### src/rtl/supply_reset_pkg.sv
package supply_reset_pkg;

  typedef enum logic [1:0] {
    ST_LOW  = 2'd0,
    ST_HOLD = 2'd1,
    ST_RUN  = 2'd2
  } seqState_t;

  typedef struct packed {
    logic cntClear;
    logic cntInc;
    logic edgeArm;
  } ctrlStrobe_t;

  typedef struct packed {
    logic cntLast;
    logic trigger;
  } dpFlag_t;

endpackage

### src/rtl/supply_reset_edge.sv
module supply_reset_edge #(
  parameter bit ACTIVE_LEVEL = 1'b1
) (
  input  logic clk,
  input  logic rstAsyncN,
  input  logic pinIn,
  input  logic arm,
  output logic hit
);

  logic prevQ;

  // The previous sample resets to the active level, so a pin that is
  // already active when sampling starts does not count as an edge.
  always_ff @(posedge clk or negedge rstAsyncN) begin
    if (!rstAsyncN) prevQ <= ACTIVE_LEVEL;
    else            prevQ <= pinIn;
  end

  assign hit = arm && (pinIn == ACTIVE_LEVEL) && (prevQ != ACTIVE_LEVEL);

endmodule

### src/rtl/supply_reset_dp.sv
module supply_reset_dp
  import supply_reset_pkg::*;
#(
  parameter int HOLD_TICKS = 750,
  parameter int NUM_PINS   = 2
) (
  input  logic                clk,
  input  logic                rstAsyncN,
  input  logic [NUM_PINS-1:0] pinsIn,
  input  ctrlStrobe_t         strobe,
  output dpFlag_t             flag
);

  localparam int CNT_W = $clog2(HOLD_TICKS + 1);
  localparam logic [CNT_W-1:0] CNT_LAST = CNT_W'(HOLD_TICKS - 1);

  logic [CNT_W-1:0]    tickCnt;
  logic [NUM_PINS-1:0] pinHit;

  always_ff @(posedge clk or negedge rstAsyncN) begin
    if (!rstAsyncN)          tickCnt <= '0;
    else if (strobe.cntClear) tickCnt <= '0;
    else if (strobe.cntInc)   tickCnt <= tickCnt + 1'b1;
  end

  // Pin 0 is active high and every other pin is active low.
  for (genvar g = 0; g < NUM_PINS; g++) begin : g_pin
    supply_reset_edge #(
      .ACTIVE_LEVEL((g == 0) ? 1'b1 : 1'b0)
    ) u_edge (
      .clk       (clk),
      .rstAsyncN (rstAsyncN),
      .pinIn     (pinsIn[g]),
      .arm       (strobe.edgeArm),
      .hit       (pinHit[g])
    );
  end

  assign flag.cntLast = (tickCnt == CNT_LAST);
  assign flag.trigger = |pinHit;

endmodule

### src/rtl/supply_reset_ctrl.sv
module supply_reset_ctrl
  import supply_reset_pkg::*;
(
  input  logic        clk,
  input  logic        rstAsyncN,
  input  logic        tickEn,
  input  logic        supplyOk,
  input  dpFlag_t     flag,
  output ctrlStrobe_t strobe,
  output logic        rstActive
);

  seqState_t state, stateNext;

  always_comb begin
    stateNext = state;
    if (!supplyOk) begin
      stateNext = ST_LOW;
    end else begin
      unique case (state)
        ST_LOW:  stateNext = ST_HOLD;
        ST_HOLD: if (tickEn && flag.cntLast) stateNext = ST_RUN;
        ST_RUN:  if (flag.trigger) stateNext = ST_HOLD;
        default: stateNext = ST_LOW;
      endcase
    end
  end

  always_ff @(posedge clk or negedge rstAsyncN) begin
    if (!rstAsyncN) state <= ST_LOW;
    else            state <= stateNext;
  end

  always_comb begin
    strobe.cntClear = (state != ST_HOLD) || !supplyOk;
    strobe.cntInc   = (state == ST_HOLD) && supplyOk && tickEn;
    strobe.edgeArm  = (state == ST_RUN) && supplyOk;
  end

  // A bad supply asserts the outputs combinationally, with no clock delay.
  assign rstActive = (state != ST_RUN) || !supplyOk || !rstAsyncN;

endmodule

### src/rtl/supply_reset_seq.sv
module supply_reset_seq
  import supply_reset_pkg::*;
#(
  parameter int HOLD_TICKS = 750
) (
  input  logic clk,
  input  logic rstAsyncN,
  input  logic tickEn,
  input  logic supplyOk,
  input  logic rstHiPin,
  input  logic rstLoPin,
  output logic rstHiDrive,
  output logic rstLoDrive
);

  ctrlStrobe_t strobe;
  dpFlag_t     flag;
  logic        rstActive;

  supply_reset_ctrl u_ctrl (
    .clk       (clk),
    .rstAsyncN (rstAsyncN),
    .tickEn    (tickEn),
    .supplyOk  (supplyOk),
    .flag      (flag),
    .strobe    (strobe),
    .rstActive (rstActive)
  );

  supply_reset_dp #(
    .HOLD_TICKS (HOLD_TICKS),
    .NUM_PINS   (2)
  ) u_dp (
    .clk       (clk),
    .rstAsyncN (rstAsyncN),
    .pinsIn    ({rstLoPin, rstHiPin}),
    .strobe    (strobe),
    .flag      (flag)
  );

  assign rstHiDrive = rstActive;
  assign rstLoDrive = rstActive;

endmodule

### config.mk
export PLATFORM = sky130hd
export DESIGN_NAME = supply_reset_seq
export DESIGN_NICKNAME = d
export VERILOG_FILES = /design/src/rtl/supply_reset_pkg.sv /design/src/rtl/supply_reset_edge.sv /design/src/rtl/supply_reset_dp.sv /design/src/rtl/supply_reset_ctrl.sv /design/src/rtl/supply_reset_seq.sv
export SDC_FILE = /design/constraint.sdc
export NUM_CORES = 1
export LEC_CHECK = 0
export BUFFER_PORTS_ARGS = -buffer_cell sky130_fd_sc_hd__clkbuf_2
export CAP_MARGIN = 15
export CORE_MARGIN = 2
export CORE_UTILIZATION = 45
export DETAILED_ROUTE_END_ITERATION = 16
export GPL_TIMING_DRIVEN = 0
export PLACE_DENSITY_LB_ADDON = 0.1
export SKIP_LAST_GASP = 1
export SLEW_MARGIN = 20
export SYNTH_ARGS = -nofsm -noshare
export SYNTH_HDL_FRONTEND = slang
export SYNTH_SLANG_ARGS = --single-unit
### constraint.sdc
create_clock -name clk -period 1.94 [get_ports clk]
set_input_delay 0.097 -clock clk [delete_from_list [all_inputs] [get_ports clk]]
set_output_delay 0.097 -clock clk [all_outputs]
set_load 0.005 [all_outputs]
==> flow_summary_export.csv, run 1 <==
group,metric,value,unit
worst_setup_path,crit_top_cell,"clkbuf_2",
place,place_ws,0.521,ns
clocking,cts_buffers,3,
finish,fin_nets,91,
job,drv_cap,0,
clocking,clk_latency,0.28,ns
finish,post-route-util,55.3,%
worst_setup_path,crit_path_end_kind,"output pin",
die,fp-row-count,14,
clocking,cts.clk_slew.worst_paths,0.09,ns
clocking,clock_sinks,14,
logic_synthesis,synthSimpleGateAreaFrac,23.3,%
logic_synthesis,synth-compound-area-share,13.3,%
worst_setup_path,arrival,1.33,ns
logic_synthesis,synth_top_cells_by_area,"dfrtp_1 (47%), nand4_1 (4.5%), dfstp_2 (3.8%)",
clocking,post-cts-setup-buffers,0,
worst_setup_path,cp_top_family,"buffers and inverters",
worst_setup_path,rr_worst_depth,5,
worst_setup_path,path_max_fanout,15,
logic_synthesis,synth_top_family_by_area,"simple AND/OR/NAND/NOR gates",
detailed_routing,routedWlPerCell,13.0,um
clocking,cts_max_level,1,
die,core,0.00147,sq mm
worst_setup_path,start_kind,"input pin",
detailed_routing,viasPerCell,5.64,
logic_synthesis,ys_seq_area_share,50.4,%
logic_synthesis,synth-edff-count,0,
hold_path,hold_class,"input pin to flop",
clocking,clk_path_buf_depth,2,
global_routing,grtUsageTotal,16.6,%
place,dp_cells,91,
global_routing,grt_pass1_vias,515,
place,portBuffers,6,
finish,area_growth,16.7,%
worst_setup_path,ff2ff_setup_slack,0.52,ns
worst_setup_path,critPathKind,"input pin to output pin",
clocking,cts_tree,"done",
sta,drv_slew,0,
worst_setup_path,cpPeakStageDelay,0.52,ns
run_status,outcome,"completed",
die,initial_core_util,47.4,%
sta,max_slew_margin,75.9,%
global_routing,grt_overflow,0,
die,ioPinCount,8,
finish,num_antenna_cells,0,
sta,period_needed,1.42,ns
power,p_leak,0.000342,uW
global_routing,grt_pass1_wl,2260,um
logic_synthesis,syn-cell-area,697,sq um
place,dp_hpwl,904,um
hold_path,min_to,"u_dp.tickCnt[1]",
finish,drive_gt1_share,18.3,%
logic_synthesis,synthAdderAreaFrac,3.59,%
worst_setup_path,cp_data_required_time,1.84,ns
place,globalplace.congestion,0.670,
logic_synthesis,synthTopCellsByCount,"dfrtp_1 (13), a21oi_1 (5), nand2_1 (5), nand4_1 (5), nor2_1 (5)",
sta,rsz0062_at_grt,"no",
logic_synthesis,synth_warnings,0,
detailed_routing,ant_nets,0,
worst_setup_path,rr_startpoint,"u_dp.tickCnt[1]",
logic_synthesis,ys.flop_type,"dfrtp_1",
worst_setup_path,critPathSlowestCell,"dlygate4sd3_1",
finish,layoutNonFillerInstCount,98,
logic_synthesis,async_flop_share,100,%
die,die_h,43.4,um
logic_synthesis,synth_nets,77,
sta,fmax,702,MHz
power,power_density,676,mW/mm^2
logic_synthesis,synth_xor_area_share,5.03,%
sta,fin_crit_sh,73.4,%
hold_path,hold_start,"tickEn",
die,dieArea,0.00188,sq mm
detailed_routing,vias,553,
sta,setup_ws,0.516,ns
worst_setup_path,critPathBufInv,4,
logic_synthesis,avgSynthCellArea,10.1,sq um
sta,clock-skew-final,0.00712,ns
sta,tightest_slew,0.362,ns
detailed_routing,finalWirelength,1280,um
worst_setup_path,crit_path_cell_trace,"dlygate4sd3_1 -> clkbuf_2 -> nand2_1 -> buf_4 -> clkbuf_2",
logic_synthesis,synth_top_area_share,46.7,%
logic_synthesis,synth.mux.area_fraction,0,%
detailed_routing,drt-initial-drc-count,8,
logic_synthesis,ys_types,26,
sta,hold_viol,0,
hold_path,worstHoldPathCells,2,
sta,setup_tns,0,ns
clocking,cts-root-buf,"clkbuf_4",
power,peakVddDrop,0.365,mV
logic_synthesis,synth_area_leader_cell,"dfrtp_1",
sta,setup_viol,0,
logic_synthesis,netlist_instances,69,
die,die_width,43.4,um
worst_setup_path,rr_endpoint,"u_ctrl.state[0]",
logic_synthesis,synth.most_common_cell,"dfrtp_1",
global_routing,antenna_found_initial,0,
detailed_routing,drc_errors,0,
global_routing,grt_max_degree,16,
detailed_routing,drt_first_pass_iters,4,
logic_synthesis,synth_seq_cells,14,
-- logic make-up after synthesis --
kind of cell / after synthesis
compound gates: 15
xor+xnor: 4
fa+ha+maj: 2
buf+inv: 6
flops: 14
simple gates: 28
-- cell usage in the layout, fill, tap and decap left out --
cell | Yosys | routed
buf_4 | 2 | 2
clkbuf_4 | 0 | 3
and3b_1 | 1 | 1
dfstp_2 | 1 | 1
nand2b_1 | 1 | 1
ha_1 | 2 | 2
o22ai_1 | 1 | 1
o31ai_1 | 2 | 2
xnor2_1 | 1 | 1
o21ai_0 | 4 | 4
nand2_1 | 5 | 5
nand3_1 | 2 | 2
or4_1 | 2 | 2
dfrtp_1 | 13 | 13
nor2b_1 | 1 | 1
clkbuf_8 | 0 | 1
clkbuf_2 | 0 | 6
nand3_2 | 1 | 1
nand4_1 | 5 | 5
xor2_1 | 3 | 3
nand4bb_1 | 1 | 1
or3_1 | 3 | 3
a32o_1 | 1 | 1
inv_1 | 4 | 4
a21oi_1 | 5 | 5
or3_2 | 1 | 1
a211oi_1 | 1 | 1
dlygate4sd3_1 | 0 | 3
o221ai_1 | 1 | 1
nor2_1 | 5 | 5
-- metrics by stage --
| stage | hold slack [ns] | area, sq um | total power [uW] |
|---|---|---|---|
| after detailed placement | 0.0262 | 747 | 343 |
| after global placement | 0.0288 | 747 | 342 |
| after global routing | 0.0728 | 813 | 584 |
| after floorplan | -0.199 | 697 | 326 |
| after CTS | 0.0640 | 813 | 559 |
| final | 0.0699 | 813 | 550 |
-- layer usage --
| metal | vias to the layer above | GRT usage, % | part of all wire, % |
|---|---|---|---|
| li1 | 279 | - | - |
| met1 | 260 | 21.1 | 50 |
| met2 | 12 | 24.5 | 45 |
| met3 | 2 | 5.00 | 3.4 |
| met4 | 0 | 10.9 | 0.78 |
| met5 | - | 0 | 0 |
-- where the power goes --
| group | leakage (uW) | internal, uW | switching [uW] |
|---|---|---|---|
| Combinational | 0.000134 | 16.0 | 21.6 |
| Sequential | 0.000186 | 298 | 5.42 |
| Clock | 0.0000210 | 114 | 94.8 |
| Total | 0.000342 | 428 | 122 |
-- state kept, by name, indices dropped and copies added (netlist names) --
register and flops:
u_dp.tickCnt 10, u_ctrl.state 2, u_dp.g_pin.u_edge.prevQ 2
-- layout make-up --
| cell class | instances | area, sq um |
|---|---|---|
| repair buffers | 9 | 60.1 |
| fillers | 136 | 658 |
| plain buffers | 2 | 15.0 |
| well taps | 16 | 20.0 |
| inverters | 4 | 15.0 |
| clock buffers | 4 | 36.3 |
| multi-input cells | 49 | 315 |
| flip-flops and latches | 14 | 352 |
-- worst register-to-register path, cell delays in order, from the launching register on --
cell and delay [ns]:
dfrtp_1 0.43, inv_1 0.07, ha_1 0.14, nand4bb_1 0.09, or3_1 0.37, a32o_1 0.21
-- worst max path at each step --
| stage | startpoint | endpoint | slack [ns] | cells after the start |
|---|---|---|---|---|
| 4_1_cts | rstAsyncN | rstLoDrive | 0.48 | 5 |
| 6_report | rstAsyncN | rstLoDrive | 0.52 | 5 |
| 3_5_place_dp | u_dp.tickCnt[1] | u_ctrl.state[0] | 0.52 | 5 |
| 3_3_place_gp | u_dp.tickCnt[1] | u_ctrl.state[0] | 0.53 | 5 |
| 2_1_floorplan | u_dp.tickCnt[1] | u_ctrl.state[0] | 0.62 | 5 |
| 5_1_grt | rstAsyncN | rstLoDrive | 0.41 | 5 |
-- repair_timing --
item | CTS | global route
endpoints found under the hold margin | 15 | 0
hold buffers | 3 | 0
resized for setup | 0 | 0
Power figures use the tool's default switching activity.
==> inputs of run 2 (changes only) <==
Clock period 1.94 ns to 1.2 ns, I/O delays scaled along.
==> flow_summary_export.csv, run 2 (synthesized netlist as in run 1, its figures left out) <==
group,metric,value,unit
detailed_routing,drt_first_pass_iters,4,
sta,setup_ws,-0.214,ns
finish,fin_nets,105,
power,p_leak,0.000404,uW
job,drv_cap,0,
sta,hold_viol,0,
clocking,clk_latency,0.28,ns
detailed_routing,met1_length,684,um
place,post_dp_cell_area,747,sq um
sta,max_slew_margin,57.2,%
clocking,cts_tree,"done",
finish,drive_gt1_share,39.6,%
clocking,cts-root-buf,"clkbuf_4",
detailed_routing,drt-initial-drc-count,10,
sta,drv_slew,0,
detailed_routing,finalWirelength,1540,um
global_routing,grt_overflow,0,
finish,final_common_cell,"buf_4",
worst_setup_path,crit_path_end_kind,"flop",
detailed_routing,wl_met2,819,um
finish,design_area,942,sq um
global_routing,grtUsageTotal,18.9,%
clocking,cts_max_level,1,
die,dieArea,0.00188,sq mm
finish,final_cell_mix,"buf_4 (16), dfrtp_1 (11), clkbuf_2 (6)",
sta,period_needed,1.41,ns
finish,num_antenna_cells,0,
finish,largestRegisters,"u_dp.tickCnt x10, u_ctrl.state x2, u_dp.g_pin.u_edge.prevQ x2",
worst_setup_path,cpPeakStageDelay,0.44,ns
finish,top_register,"u_dp.tickCnt",
worst_setup_path,crit_path_cell_trace,"inv_1 -> ha_1 -> nand4bb_1 -> or3_4 -> a32o_1",
worst_setup_path,start_kind,"flop",
finish,area_growth,35.2,%
sta,clock-skew-final,0.00566,ns
die,die_width,43.4,um
sta,fin_crit_sh,118,%
die,core,0.00147,sq mm
place,globalplace.congestion,0.667,
detailed_routing,drc_errors,0,
sta,tightest_slew,0.640,ns
global_routing,antenna_found_initial,0,
die,initial_core_util,47.4,%
detailed_routing,routedWlPerCell,13.8,um
power,power_density,911,mW/mm^2
global_routing,grt_pass1_wl,2620,um
place,portBuffers,6,
clocking,cts.clk_slew.worst_paths,0.09,ns
hold_path,hold_class,"input pin to flop",
finish,post-route-util,64.0,%
worst_setup_path,path_max_fanout,5,
sta,fmax,707,MHz
finish,largest_reg_flops,10,
die,die_h,43.4,um
run_status,outcome,"finished, violations left",
power,peakVddDrop,0.568,mV
worst_setup_path,critPathKind,"flop to flop",
die,ioPinCount,8,
place,dp_hpwl,956,um
worst_setup_path,cp_data_required_time,1.37,ns
sta,setup_viol,8,
worst_setup_path,arrival,1.59,ns
detailed_routing,vias,644,
detailed_routing,top_layer,"met4",
clocking,clock_sinks,14,
detailed_routing,met3_length,27,um
clocking,cts_buffers,3,
global_routing,grt_max_degree,15,
worst_setup_path,critPathSlowestCell,"dfrtp_1",
global_routing,grt_pass1_vias,594,
detailed_routing,ant_nets,0,
sta,hold_slack,0.0264,ns
die,fp-row-count,14,
run_status,violations,"setup timing",
detailed_routing,viasPerCell,5.75,
sta,rsz0062_at_grt,"yes",
clocking,clk_path_buf_depth,2,
run 2: cell count changes in the layout (fill, tap and decap cells not counted), sizes merged:
cell	before	now
buf	2	16
run 2: power breakdown:
part | leakage, uW | switching [uW] | internal, uW
Sequential | 0.000183 | 8.85 | 482
Combinational | 0.000206 | 40.5 | 39.2
Clock | 0.0000150 | 158 | 129
run 2: area by class of cell:
| type | count | area (sq um) |
|---|---|---|
| inverters | 4 | 15.0 |
| flip-flops and latches | 14 | 354 |
| multi-input cells | 49 | 347 |
| well taps | 16 | 20.0 |
| plain buffers | 2 | 15.0 |
| fillers | 130 | 529 |
| repair buffers | 23 | 165 |
| clock buffers | 4 | 26.3 |
run 2: repair_timing:
item                                    CTS  global route
pin swaps                                 1             6
setup buffers                             6             8
endpoints found under the setup margin   10            11
hold buffers                              3             0
resized for setup                         1            10
endpoints found under the hold margin    16             0
run 2: per-stage QoR:
stage	std cells	total power (uW)	worst slack (ns)	TNS (ns)
CTS	104	846	-0.175	-0.881
floorplan	69	528	-0.0831	-0.120
global placement	91	553	-0.203	-0.747
finish	112	858	-0.214	-0.917
detailed placement	91	555	-0.201	-0.784
global route	112	899	-0.250	-1.42
run 2: worst max-delay path, delay by kind of cell (launching register included):
kind	cells	cell delay (ns)
simple gates	2	0.44
flops	1	0.44
compound gates	1	0.21
fa+ha+maj	1	0.14
buf+inv	1	0.08
run 2: worst paths after layout:
check                           startpoint              end  slack (ns)  cells after the start
max                        u_dp.tickCnt[1]  u_ctrl.state[0]       -0.21                      5
min                                 tickEn  u_dp.tickCnt[1]        0.03                      2
max reg2reg                u_dp.tickCnt[1]  u_ctrl.state[0]       -0.21                      5
min reg2reg                u_dp.tickCnt[9]  u_dp.tickCnt[9]        0.57                      2
max in group asynchronous        rstAsyncN  u_dp.tickCnt[0]        0.41                      2
min in group asynchronous        rstAsyncN  u_dp.tickCnt[6]        0.34                      2
run 2: routing by layer:
layer / global-route usage [%] / vias up
met1: 24.7 / 331
met2: 31.0 / 5
met5: 0 / -
met3: 2.50 / 2
met4: 9.09 / 0
li1: - / 306
